File: src/rtl/dbgsel_pkg.sv
package dbgsel_pkg;

  typedef enum logic [1:0] {
    ST_HUNT,     // waiting for a line reset
    ST_ARMED,    // line reset seen, waiting for first select bit
    ST_COLLECT,  // gathering select word bits
    ST_CONFIRM   // word matched, waiting for trailing line reset
  } sel_state_t;

  // Next value of a saturating high-run counter.
  function automatic logic [15:0] run_next(input logic [15:0] cur,
                                           input logic        hi,
                                           input logic        clr,
                                           input logic [15:0] cap);
    if (!hi || clr) return 16'd0;
    if (cur < cap)  return cur + 16'd1;
    return cur;
  endfunction

  // LSB-first shift: newest bit enters at the top.
  function automatic logic [63:0] lsb_first_shift(input logic [63:0] cur,
                                                  input logic        bit_in,
                                                  input int unsigned w);
    logic [63:0] r;
    r = cur >> 1;
    r[w-1] = bit_in;
    return r;
  endfunction

endpackage

File: src/rtl/run_counter.sv
module run_counter #(
  parameter int unsigned RUN_MIN = 51,
  localparam int unsigned CW = $clog2(RUN_MIN + 1)
) (
  input  logic clk,
  input  logic rst_n,
  input  logic line_i,
  input  logic clr_i,
  output logic reach_o,
  output logic seen_o
);
  import dbgsel_pkg::*;

  logic [CW-1:0] cnt_q;
  logic [15:0]   nxt;

  assign nxt     = run_next(16'(cnt_q), line_i, clr_i, 16'(RUN_MIN));
  assign reach_o = line_i && !clr_i && (cnt_q == CW'(RUN_MIN - 1));
  assign seen_o  = (cnt_q == CW'(RUN_MIN));

  always_ff @(posedge clk or negedge rst_n) begin
    if (!rst_n) cnt_q <= '0;
    else        cnt_q <= nxt[CW-1:0];
  end

  assert_cnt_cap_R1: assert property (@(posedge clk) disable iff (!rst_n)
    cnt_q <= CW'(RUN_MIN));
  assert_low_drops_R1: assert property (@(posedge clk) disable iff (!rst_n)
    !line_i |=> !seen_o);
  assert_reach_sets_R1: assert property (@(posedge clk) disable iff (!rst_n)
    reach_o |=> seen_o);

endmodule

File: src/rtl/bit_collector.sv
module bit_collector #(
  parameter int unsigned W = 16,
  localparam int unsigned BW = $clog2(W)
) (
  input  logic         clk,
  input  logic         rst_n,
  input  logic         shift_i,
  input  logic         line_i,
  output logic [W-1:0] word_o,
  output logic         full_o
);
  import dbgsel_pkg::*;

  logic [W-1:0]  sr_q;
  logic [BW-1:0] bcnt_q;
  logic [63:0]   shifted;

  assign shifted = lsb_first_shift(64'(sr_q), line_i, W);
  assign word_o  = shifted[W-1:0];
  assign full_o  = shift_i && (bcnt_q == BW'(W - 1));

  always_ff @(posedge clk or negedge rst_n) begin
    if (!rst_n) begin
      sr_q   <= '0;
      bcnt_q <= '0;
    end else if (shift_i) begin
      sr_q   <= shifted[W-1:0];
      bcnt_q <= full_o ? '0 : bcnt_q + BW'(1);
    end else begin
      bcnt_q <= '0;
    end
  end

  assert_idle_count_zero_R2: assert property (@(posedge clk) disable iff (!rst_n)
    !shift_i |=> bcnt_q == '0);

endmodule

File: src/rtl/mode_ctrl.sv
module mode_ctrl (
  input  logic clk,
  input  logic rst_n,
  input  logic line_i,
  input  logic reach_i,
  input  logic full_i,
  input  logic match_i,
  output logic shift_o,
  output logic clr_o,
  output logic mode_o,
  output logic pulse_o
);
  import dbgsel_pkg::*;

  sel_state_t st_q, st_d;
  logic mode_q, pulse_q;
  logic commit;

  assign commit  = (st_q == ST_CONFIRM) && reach_i;
  assign shift_o = ((st_q == ST_ARMED) && !line_i) || (st_q == ST_COLLECT);
  assign clr_o   = full_i;
  assign mode_o  = mode_q;
  assign pulse_o = pulse_q;

  always_comb begin
    st_d = st_q;
    unique case (st_q)
      ST_HUNT:    if (reach_i) st_d = ST_ARMED;
      ST_ARMED:   if (!line_i) st_d = ST_COLLECT;
      ST_COLLECT: if (full_i)  st_d = match_i ? ST_CONFIRM : ST_HUNT;
      ST_CONFIRM: begin
        if (!line_i)      st_d = ST_HUNT;
        else if (reach_i) st_d = ST_ARMED;
      end
      default:            st_d = ST_HUNT;
    endcase
  end

  always_ff @(posedge clk or negedge rst_n) begin
    if (!rst_n) begin
      st_q    <= ST_HUNT;
      mode_q  <= 1'b0;
      pulse_q <= 1'b0;
    end else begin
      st_q    <= st_d;
      pulse_q <= commit && !mode_q;
      if (commit) mode_q <= 1'b1;
    end
  end

  assert_pulse_once_R7: assert property (@(posedge clk) disable iff (!rst_n)
    pulse_q |=> !pulse_q);
  assert_rise_pulses_R7: assert property (@(posedge clk) disable iff (!rst_n)
    $rose(mode_q) |-> pulse_q);
  assert_mode_sticky_R8: assert property (@(posedge clk) disable iff (!rst_n)
    mode_q |=> mode_q);
  assert_pulse_after_confirm_R6: assert property (@(posedge clk) disable iff (!rst_n)
    pulse_q |-> $past(st_q == ST_CONFIRM));

endmodule

File: src/rtl/dbg_wire_select.sv
module dbg_wire_select #(
  parameter int unsigned RESET_MIN   = 51,
  parameter int unsigned SEL_W       = 16,
  parameter logic [SEL_W-1:0] SEL_PAT     = 16'hE79E,
  parameter logic [SEL_W-1:0] SEL_PAT_OLD = 16'hEDB6,
  parameter bit          ACCEPT_OLD  = 1'b1
) (
  input  logic clk,
  input  logic rst_n,
  input  logic line_i,
  output logic serial_mode_o,
  output logic line_reset_o,
  output logic mode_pulse_o
);

  logic             reach_evt;
  logic             shift_en;
  logic             cnt_clr;
  logic             word_full;
  logic             word_match;
  logic [SEL_W-1:0] word;

  run_counter #(.RUN_MIN(RESET_MIN)) u_run (
    .clk     (clk),
    .rst_n   (rst_n),
    .line_i  (line_i),
    .clr_i   (cnt_clr),
    .reach_o (reach_evt),
    .seen_o  (line_reset_o)
  );

  bit_collector #(.W(SEL_W)) u_bits (
    .clk     (clk),
    .rst_n   (rst_n),
    .shift_i (shift_en),
    .line_i  (line_i),
    .word_o  (word),
    .full_o  (word_full)
  );

  generate
    if (ACCEPT_OLD) begin : g_two_words
      assign word_match = (word == SEL_PAT) || (word == SEL_PAT_OLD);
    end else begin : g_one_word
      assign word_match = (word == SEL_PAT);
    end
  endgenerate

  mode_ctrl u_ctrl (
    .clk     (clk),
    .rst_n   (rst_n),
    .line_i  (line_i),
    .reach_i (reach_evt),
    .full_i  (word_full),
    .match_i (word_match),
    .shift_o (shift_en),
    .clr_o   (cnt_clr),
    .mode_o  (serial_mode_o),
    .pulse_o (mode_pulse_o)
  );

  assert_switch_on_reset_R2: assert property (@(posedge clk) disable iff (!rst_n)
    $rose(serial_mode_o) |-> line_reset_o);

endmodule

File: config.mk
export PLATFORM = sky130hd
export DESIGN_NAME = dbg_wire_select
export DESIGN_NICKNAME = d
export VERILOG_FILES = /design/src/rtl/dbgsel_pkg.sv /design/src/rtl/run_counter.sv /design/src/rtl/bit_collector.sv /design/src/rtl/mode_ctrl.sv /design/src/rtl/dbg_wire_select.sv
export SDC_FILE = /design/constraint.sdc
export NUM_CORES = 1
export LEC_CHECK = 0
export ABC_AREA = 1
export BUFFER_PORTS_ARGS = -buffer_cell sky130_fd_sc_hd__clkbuf_2
export CAP_MARGIN = 15
export CORE_UTILIZATION = 50
export CTS_BUF_LIST = sky130_fd_sc_hd__clkbuf_4
export CTS_CLUSTER_DIAMETER = 200
export DETAILED_ROUTE_END_ITERATION = 8
export GPL_TIMING_DRIVEN = 1
export MAX_ROUTING_LAYER = met4
export PLACE_DENSITY = 0.77
export SYNTH_ARGS = -nofsm -noshare
export SYNTH_HDL_FRONTEND = slang
export SYNTH_SLANG_ARGS = --single-unit
File: constraint.sdc
create_clock -name clk -period 2.5 [get_ports clk]
set_input_delay 0.125 -clock clk [delete_from_list [all_inputs] [get_ports clk]]
set_output_delay 0.125 -clock clk [all_outputs]
set_load 0.05 [all_outputs]
# Word level (Yosys, flattened, before mapping)
# Cells that the tools add are included.
# op_classes
addsub,2
mul,0
div,0
order_cmp,1
n_eq_ne,10
shifts,0
n_mux,15
n_bitwise,0
reduce_logical,15
# op_table
operator,n
$eq 16x16->1 const B,2
$mux 6,4
$eq 6x6->1 const B,2
$mux 2,5
$mux 4,2
$pmux 2 s4,1
$add 6x1->6 const B,1
$logic_and 1x1->1,6
$lt 6x6->1 const B,1
$add 4x1->4 const B,1
$eq 2x2->1 const B,2
$eq 4x4->1 const B,1
$ne 2x2->1 const B,2
$logic_not 1->1,3
$logic_or 1x1->1,3
$mux 1,3
$eq 2x1->1 const B,1
$logic_not 2->1,1
$reduce_and 2->1,1
$reduce_bool 2->1,1
# totals
ff_bits,30
latchBits,0
ramBits,0
rom_bits,0
input_bits,3
wordCells,49
mem_count,0

# Logic depth before layout (Yosys ltp)
# Gate-level depths: netlist of run 1.
# logic_depth
depth_word,10
ltp_mapped,9
mapped_depth_nobuf,9

# Hierarchy
# A second synthesis of run 1 with hierarchy kept.
# unflattened
hier_cells,188
area_unflattened_um2,1491.4
# modules_own_cells
module,n_inst,cells_per_inst,area_each_um2,seq_area_each_um2
bit_collector,1,82,783.3,475.5
run_counter,1,54,406.6,150.1
mode_ctrl,1,27,206.4,100.1
dbg_wire_select,1,25,95.1,0.0

# Least setup slack after synthesis of run 1
# OpenSTA, ideal clock, no wires.
# synth_timing
path_kind,flip-flop to output port
from,register u_run.cnt_q[1]
to,output line_reset_o
arrival_time_ns,1.723
slack_ns,0.652
stages_incl_launch_ff,4
path_buffers,0
path_cell_list,dfrtp_1 > ha_1 > inv_1 > nor3_1
# synth_between
elab_chain_len,1
# synth_rtl
element,line,source
from (decl),run_counter.sv:14,logic [CW-1:0] cnt_q;
from (signal assigned),run_counter.sv:23,else cnt_q <= nxt[CW-1:0];
$eq 6x6->1,run_counter.sv:19,assign seen_o = (cnt_q == CW'(RUN_MIN));
to (decl),dbg_wire_select.sv:12,"output logic line_reset_o,"
# No other way between the ends.

# Worst setup path after layout of run 1
# Same ends and word-level chain as after synthesis.

==> results of run 1 <==
## registers in the layout, indices dropped and copies added, names as in the netlist
name and cells:
u_ctrl.st_q 2, u_bits.bcnt_q 4, u_ctrl.mode_o 1, u_bits.sr_q 15, u_run.cnt_q 6, u_ctrl.pulse_o 1
## through the flow
| stage | util [%] | setup WS [ps] |
|---|---|---|
| after global routing | 58.4 | 718 |
| after detailed placement | 56.1 | 1100 |
| final | 58.4 | 851 |
| after global placement | 56.1 | 1140 |
| after CTS | 58.4 | 834 |
| after floorplan | - | 652 |
## layer usage
layer / routed length (um) / global-route usage [%] / share of wire, %
met5: 0 / - / 0
met2: 1040 / 28.9 / 46
met3: 99 / 8.33 / 4.4
met4: 56 / 8.97 / 2.5
met1: 1080 / 21.9 / 47
## worst register-to-register path: cells and delay by family, from the launching register on
family	cells	cell delay (ps)
AOI/OAI and AO/OA	1	180
and+or+nand+nor	3	410
adders and majority gates	1	250
buffers and inverters	1	90
DFF	1	420
## worst max path at each step
stage | start | slack (ps) | endpoint
global placement | u_bits.bcnt_q[0]$_DFF_PN0_ | 1140 | u_run.cnt_q[1]$_DFFE_PN0P_
global route | u_run.cnt_q[1]$_DFFE_PN0P_ | 720 | line_reset_o
CTS | u_run.cnt_q[0]$_DFFE_PN0P_ | 830 | line_reset_o
finish | u_run.cnt_q[1]$_DFFE_PN0P_ | 850 | line_reset_o
floorplan | u_run.cnt_q[1]$_DFFE_PN0P_ | 650 | line_reset_o
detailed placement | u_bits.bcnt_q[0]$_DFF_PN0_ | 1100 | u_run.cnt_q[1]$_DFFE_PN0P_
## synthesized netlist by cell type
cell	instances
a21oi_2	1
buf_2	1
nand2_4	1
a211oi_2	1
inv_2	2
nor2_4	1
a21oi_1	4
nand2_1	46
and3_1	1
dfrtp_1	29
nor2_1	14
nor3_1	3
a31oi_1	1
inv_1	20
nor2_2	3
xor2_1	1
nand2_2	2
buf_6	1
nand3_2	1
o21ai_0	12
ha_1	3
inv_4	1
o21ai_1	1
nor3_2	2
nand3_1	10
o31ai_2	1
nand4_1	2
## timing repair
action	4_1_cts	5_1_grt
hold endpoints to repair	29	0
resized for setup	0	0
hold buffers	1	0
## area by class of cell
type,instances,area (um^2),area share [%]
Timing Repair Buffer,6,35.0,2.34
Inverter,23,88.8,5.92
Tap cell,30,37.5,2.50
Clock buffer,6,45.0,3.00
Multi-Input combinational cell,111,564,37.6
Sequential cell,29,726,48.4
Clock inverter,1,3.75,0.250
## logic make-up after synthesis
kind of cell,synth area share (%)
fa+ha+maj,2.69
flops,52.0
compound gates,8.97
buf+inv,7.53
simple gates,28.2
xor+xnor,0.628
## power groups by stage
stage	Clock [mW]	Combinational, mW	Sequential (mW)
after CTS	0.274	0.0351	0.484
after detailed placement	0	0.0339	0.493
after floorplan	0	0.0190	0.491
after global placement	0	0.0320	0.492
after global routing	0.290	0.0403	0.485
final	0.266	0.0341	0.484
==> impl_metrics.env, run 1 <==
export IMPL_drc=0
export IMPL_p_sw_uw=184
export IMPL_cp_top_family="flip-flops"
export IMPL_drt_iter0_markers=17
export IMPL_seqPwrFrac_pct=61.7
export IMPL_holdPathEnd="u_ctrl.st_q[0]$_DFFE_PN0P_"
export IMPL_dp_cells=198
export IMPL_dp_hpwl_um=1680
export IMPL_grt_usage_pct=19.2
export IMPL_yosys_area_top_type="dfrtp_1"
export IMPL_seq_area_frac_synth_pct=52.0
export IMPL_comb_power_share_pct=4.3
export IMPL_cp_max_fo=4
export IMPL_cts_tree="done"
export IMPL_pwr_share_clk_pct=34.0
export IMPL_rr_worst_depth=6
export IMPL_grt_first_pass_wirelength_um=3730
export IMPL_p_per_area_mw_per_mm2=523
export IMPL_cp_arrival_ps=1520
export IMPL_p_leak_nw=0.753
export IMPL_syn_area_mm2=0.00140
export IMPL_crit_buf_inv=2
export IMPL_crit_path_cell_trace="ha_1 -> inv_1 -> nor3_1 -> clkbuf_2"
export IMPL_hold_ws_ps=69.5
export IMPL_cp_end_kind="output pin"
export IMPL_synth_cell_types=27
export IMPL_clk_latency_ps=330
export IMPL_fin_crit_sh_pct=65.9
export IMPL_vias_per_cell=5.01
export IMPL_synth_top_area_share_pct=52.0
export IMPL_place_area_mm2=0.00144
export IMPL_grt_max_degree=30
export IMPL_clockBufferDepth=2
export IMPL_worstSetupPathDepth=4
export IMPL_hold_viol=0
export IMPL_synthesis_nets=171
export IMPL_drive_gt1_share_pct=15.3
export IMPL_synth_area_leaders="dfrtp_1 (52%), nand2_1 (12%), inv_1 (5.4%), o21ai_0 (4.3%), nor2_1 (3.8%)"
export IMPL_die_y_um=54.8
export IMPL_pin_count=6
export IMPL_htree_levels=2
export IMPL_r2r_end="u_run.cnt_q[1]$_DFFE_PN0P_"
export IMPL_syn2layout_area_growth_pct=7.53
export IMPL_worst_pin_slew_ps=699
export IMPL_instances_no_fill=206
export IMPL_vdd_drop_max_mv=0.349
export IMPL_max_freq_mhz=607
export IMPL_first_global_vias=923
export IMPL_r2r_slack_ps=1070
export IMPL_maxCapViolations=0
export IMPL_cts_setup_buffers=0
export IMPL_regToRegStartpoint="u_bits.bcnt_q[0]$_DFF_PN0_"
export IMPL_vias=1032
export IMPL_synth_warnings=0
export IMPL_row_count=18
export IMPL_cts_sinks=29
export IMPL_synthCells=165
export IMPL_worstSetupStartpointType="flip-flop"
export IMPL_first_pass_iters=4
export IMPL_ant_nets=0
export IMPL_switching_share_pct=23.5
export IMPL_routedWlPerCell_um=11.0
export IMPL_syn_area_per_cell_um2=8.46
export IMPL_wl_um=2270
export IMPL_hold_path_depth=3
export IMPL_slew_violations=0
export IMPL_stdcell_area_mm2=0.00150
export IMPL_antenna_cells=0
export IMPL_dieArea_mm2=0.00301
export IMPL_core_mm2=0.00257
export IMPL_total_power_uw=785
export IMPL_io_buffer_count=5
export IMPL_crit_required_ps=2380
export IMPL_rsz0062_at_grt="no"
export IMPL_layout_common_cells="nand2_1 (46), dfrtp_1 (29), inv_1 (20), nor2_1 (14), o21ai_0 (12)"
export IMPL_die_w_um=54.8
export IMPL_relSlewSlack_pct=53.4
export IMPL_clk_pin_slew_ps=90
export IMPL_setup_viol=0
export IMPL_finalCriticalPeriod_ps=1650
export IMPL_slowest_stage="dfrtp_1"
export IMPL_start_util_pct=54.3
export IMPL_p_int_uw=600
export IMPL_mostFrequentLayoutCell="nand2_1"
export IMPL_nNetsFinal=182
export IMPL_critPathKind="reg -> out"
export IMPL_hp_start="line_i"
export IMPL_status="finished clean"
export IMPL_cts_root_buf="clkbuf_4"
export IMPL_synth_seq_cells=29
export IMPL_cp_slowest_stage_delay_ps=410
export IMPL_clock_skew_ps=13.2
export IMPL_grt_ovfl_total=0
export IMPL_hold_class="in -> reg"
export IMPL_cts_buffers=5
export IMPL_fill_cells=237
export IMPL_grt_antenna_before_repair=0
export IMPL_setup_tns_ps=0
export IMPL_gp_congestion=0.741
Note: power is estimated with default switching activity, not from simulation.
==> run 2, diff against run 1 <==
==> constraint.sdc (replaced) <==
create_clock -name clk -period 1.7 [get_ports clk]
set_input_delay 0.085 -clock clk [delete_from_list [all_inputs] [get_ports clk]]
set_output_delay 0.085 -clock clk [all_outputs]
set_load 0.05 [all_outputs]
==> run 2 against run 1 <==
  * Core utilization up 0.19 points
  * Clock skew decreased by 6.9 ps
  * Die area unchanged
  * Cell count stayed put
  * Total power rose by 45%
  * Global-route usage grew 0.44 points
  * Critical path type unchanged
  * Via count is 1.1% higher
  * Sequential cell count unchanged
  * Count of clock-buffer cells in the layout is the same
  * Clock power up 42%
==> impl_metrics.env, run 2 (synthesis results as in run 1) <==
export IMPL_syn2layout_area_growth_pct=7.89
export IMPL_pin_count=6
export IMPL_gp_congestion=0.747
export IMPL_routedWlPerCell_um=11.2
export IMPL_layout_common_cells="nand2_1 (46), dfrtp_1 (29), inv_1 (20), nor2_1 (14), o21ai_0 (12)"
export IMPL_antenna_cells=0
export IMPL_p_leak_nw=0.754
export IMPL_clock_skew_ps=6.23
export IMPL_cts_setup_buffers=0
export IMPL_grt_first_pass_wirelength_um=3910
export IMPL_wl_um=2300
export IMPL_cts_tree="done"
export IMPL_first_global_vias=962
export IMPL_first_pass_iters=4
export IMPL_regMostFlops="u_bits.sr_q"
export IMPL_cts_sinks=29
export IMPL_instances_no_fill=206
export IMPL_worst_pin_slew_ps=709
export IMPL_grt_usage_pct=19.7
export IMPL_cp_max_fo=4
export IMPL_largest_register_ff_count=15
export IMPL_dieArea_mm2=0.00301
export IMPL_die_y_um=54.8
export IMPL_finalCriticalPeriod_ps=1570
export IMPL_io_buffer_count=5
export IMPL_vias=1043
export IMPL_max_freq_mhz=635
export IMPL_setup_viol=0
export IMPL_worstSetupPathDepth=4
export IMPL_crit_buf_inv=2
export IMPL_slew_violations=0
export IMPL_hold_class="in -> reg"
export IMPL_dp_hpwl_um=1670
export IMPL_clk_latency_ps=320
export IMPL_grt_max_degree=30
export IMPL_vdd_drop_max_mv=0.526
export IMPL_die_w_um=54.8
export IMPL_p_per_area_mw_per_mm2=758
export IMPL_crit_required_ps=1620
export IMPL_cp_end_kind="output pin"
export IMPL_drc=0
export IMPL_grt_ovfl_total=0
export IMPL_largestRegisters="u_bits.sr_q (15), u_run.cnt_q (6), u_bits.bcnt_q (4)"
export IMPL_cts_root_buf="clkbuf_4"
export IMPL_maxCapViolations=0
export IMPL_r2r_end="u_run.cnt_q[5]$_DFFE_PN0P_"
export IMPL_cp_top_family="flip-flops"
export IMPL_clockBufferDepth=2
export IMPL_row_count=18
export IMPL_endpoint="line_reset_o"
export IMPL_cp_slowest_stage_delay_ps=410
export IMPL_cp_startpoint="u_run.cnt_q[1]$_DFFE_PN0P_"
export IMPL_stdcell_area_mm2=0.00151
export IMPL_ant_nets=0
export IMPL_rsz0062_at_grt="no"
export IMPL_regToRegStartpoint="u_run.cnt_q[1]$_DFFE_PN0P_"
export IMPL_fin_crit_sh_pct=92.6
export IMPL_mostFrequentLayoutCell="nand2_1"
export IMPL_start_util_pct=54.3
export IMPL_dp_cells=198
export IMPL_clk_pin_slew_ps=90
export IMPL_grt_antenna_before_repair=0
export IMPL_slowest_stage="dfrtp_1"
export IMPL_rr_worst_depth=6
export IMPL_setup_tns_ps=0
export IMPL_place_area_mm2=0.00145
export IMPL_core_mm2=0.00257
export IMPL_drt_iter0_markers=21
export IMPL_cp_arrival_ps=1490
export IMPL_vias_per_cell=5.06
export IMPL_htree_levels=2
export IMPL_hold_viol=0
export IMPL_drive_gt1_share_pct=15.9
export IMPL_status="finished clean"
export IMPL_r2r_slack_ps=270
export IMPL_nNetsFinal=182
export IMPL_cts_buffers=5
export IMPL_critPathKind="reg -> out"
export IMPL_relSlewSlack_pct=52.7
export IMPL_crit_path_cell_trace="ha_1 -> inv_1 -> nor3_2 -> buf_2"
export IMPL_total_power_mw=1.14
export IMPL_worstSetupStartpointType="flip-flop"
[run 2: changes by cell type in the layout (fill, tap and decap cells not counted)]
cell / delta
buf_2: +1
clkbuf_2: -1
nor3_1: -1
nor3_2: +1
[run 2: area by class of cell]
cell class | count | area (um^2)
sequential | 29 | 726
timing repair buffer | 6 | 35.0
tap | 30 | 37.5
inverter | 23 | 88.8
fill | 231 | 1060
clock inverter | 1 | 3.75
multi-input combinational | 111 | 569
clock buffer | 6 | 45.0
[run 2: worst min path at each step]
stage | cells past startpoint | startpoint | endpoint | slack, ps
2_1_floorplan | 0 | rst_n | u_bits.bcnt_q[0]$_DFF_PN0_ | -210
3_3_place_gp | 1 | rst_n | u_run.cnt_q[0]$_DFFE_PN0P_ | 160
3_5_place_dp | 1 | rst_n | u_run.cnt_q[0]$_DFFE_PN0P_ | 170
4_1_cts | 3 | line_i | u_ctrl.st_q[0]$_DFFE_PN0P_ | 30
5_1_grt | 3 | line_i | u_ctrl.st_q[0]$_DFFE_PN0P_ | 60
6_report | 3 | line_i | u_ctrl.st_q[0]$_DFFE_PN0P_ | 40
[run 2: tightest hold or removal path, cell delays in order]
cell and delay, ps:
clkbuf_2 110, nand2_1 70, nand2_1 60
[run 2: per-layer routing]
layer  vias to the layer above  global-route usage [%]  routed length (um)
met5                         -                       -                   0
met4                         0                    8.97                  36
met3                         5                    5.83                  69
met2                        14                    32.1                1090
met1                       483                    21.9                1100
li1                        541                       -                   -
[run 2: timing repair]
action,CTS,global route
setup endpoints to repair,0,1
hold buffers,1,0
resized for setup,0,1
endpoints found under the hold margin,29,0
[run 2: report_power, final]
group	leakage, nW	switching, mW	internal, mW
Sequential	0.370	0.0108	0.701
Combinational	0.354	0.0340	0.0163
Clock	0.0292	0.214	0.166
Total	0.754	0.258	0.883
[run 2: through the flow]
stage	util (%)	setup WS, ps	hold slack [ps]
6_report	58.6	125	35.8
5_1_grt	58.6	20.0	56.3
4_1_cts	58.6	80.8	34.2
3_5_place_dp	56.3	301	166
3_3_place_gp	56.3	346	157
2_1_floorplan	-	306	-211
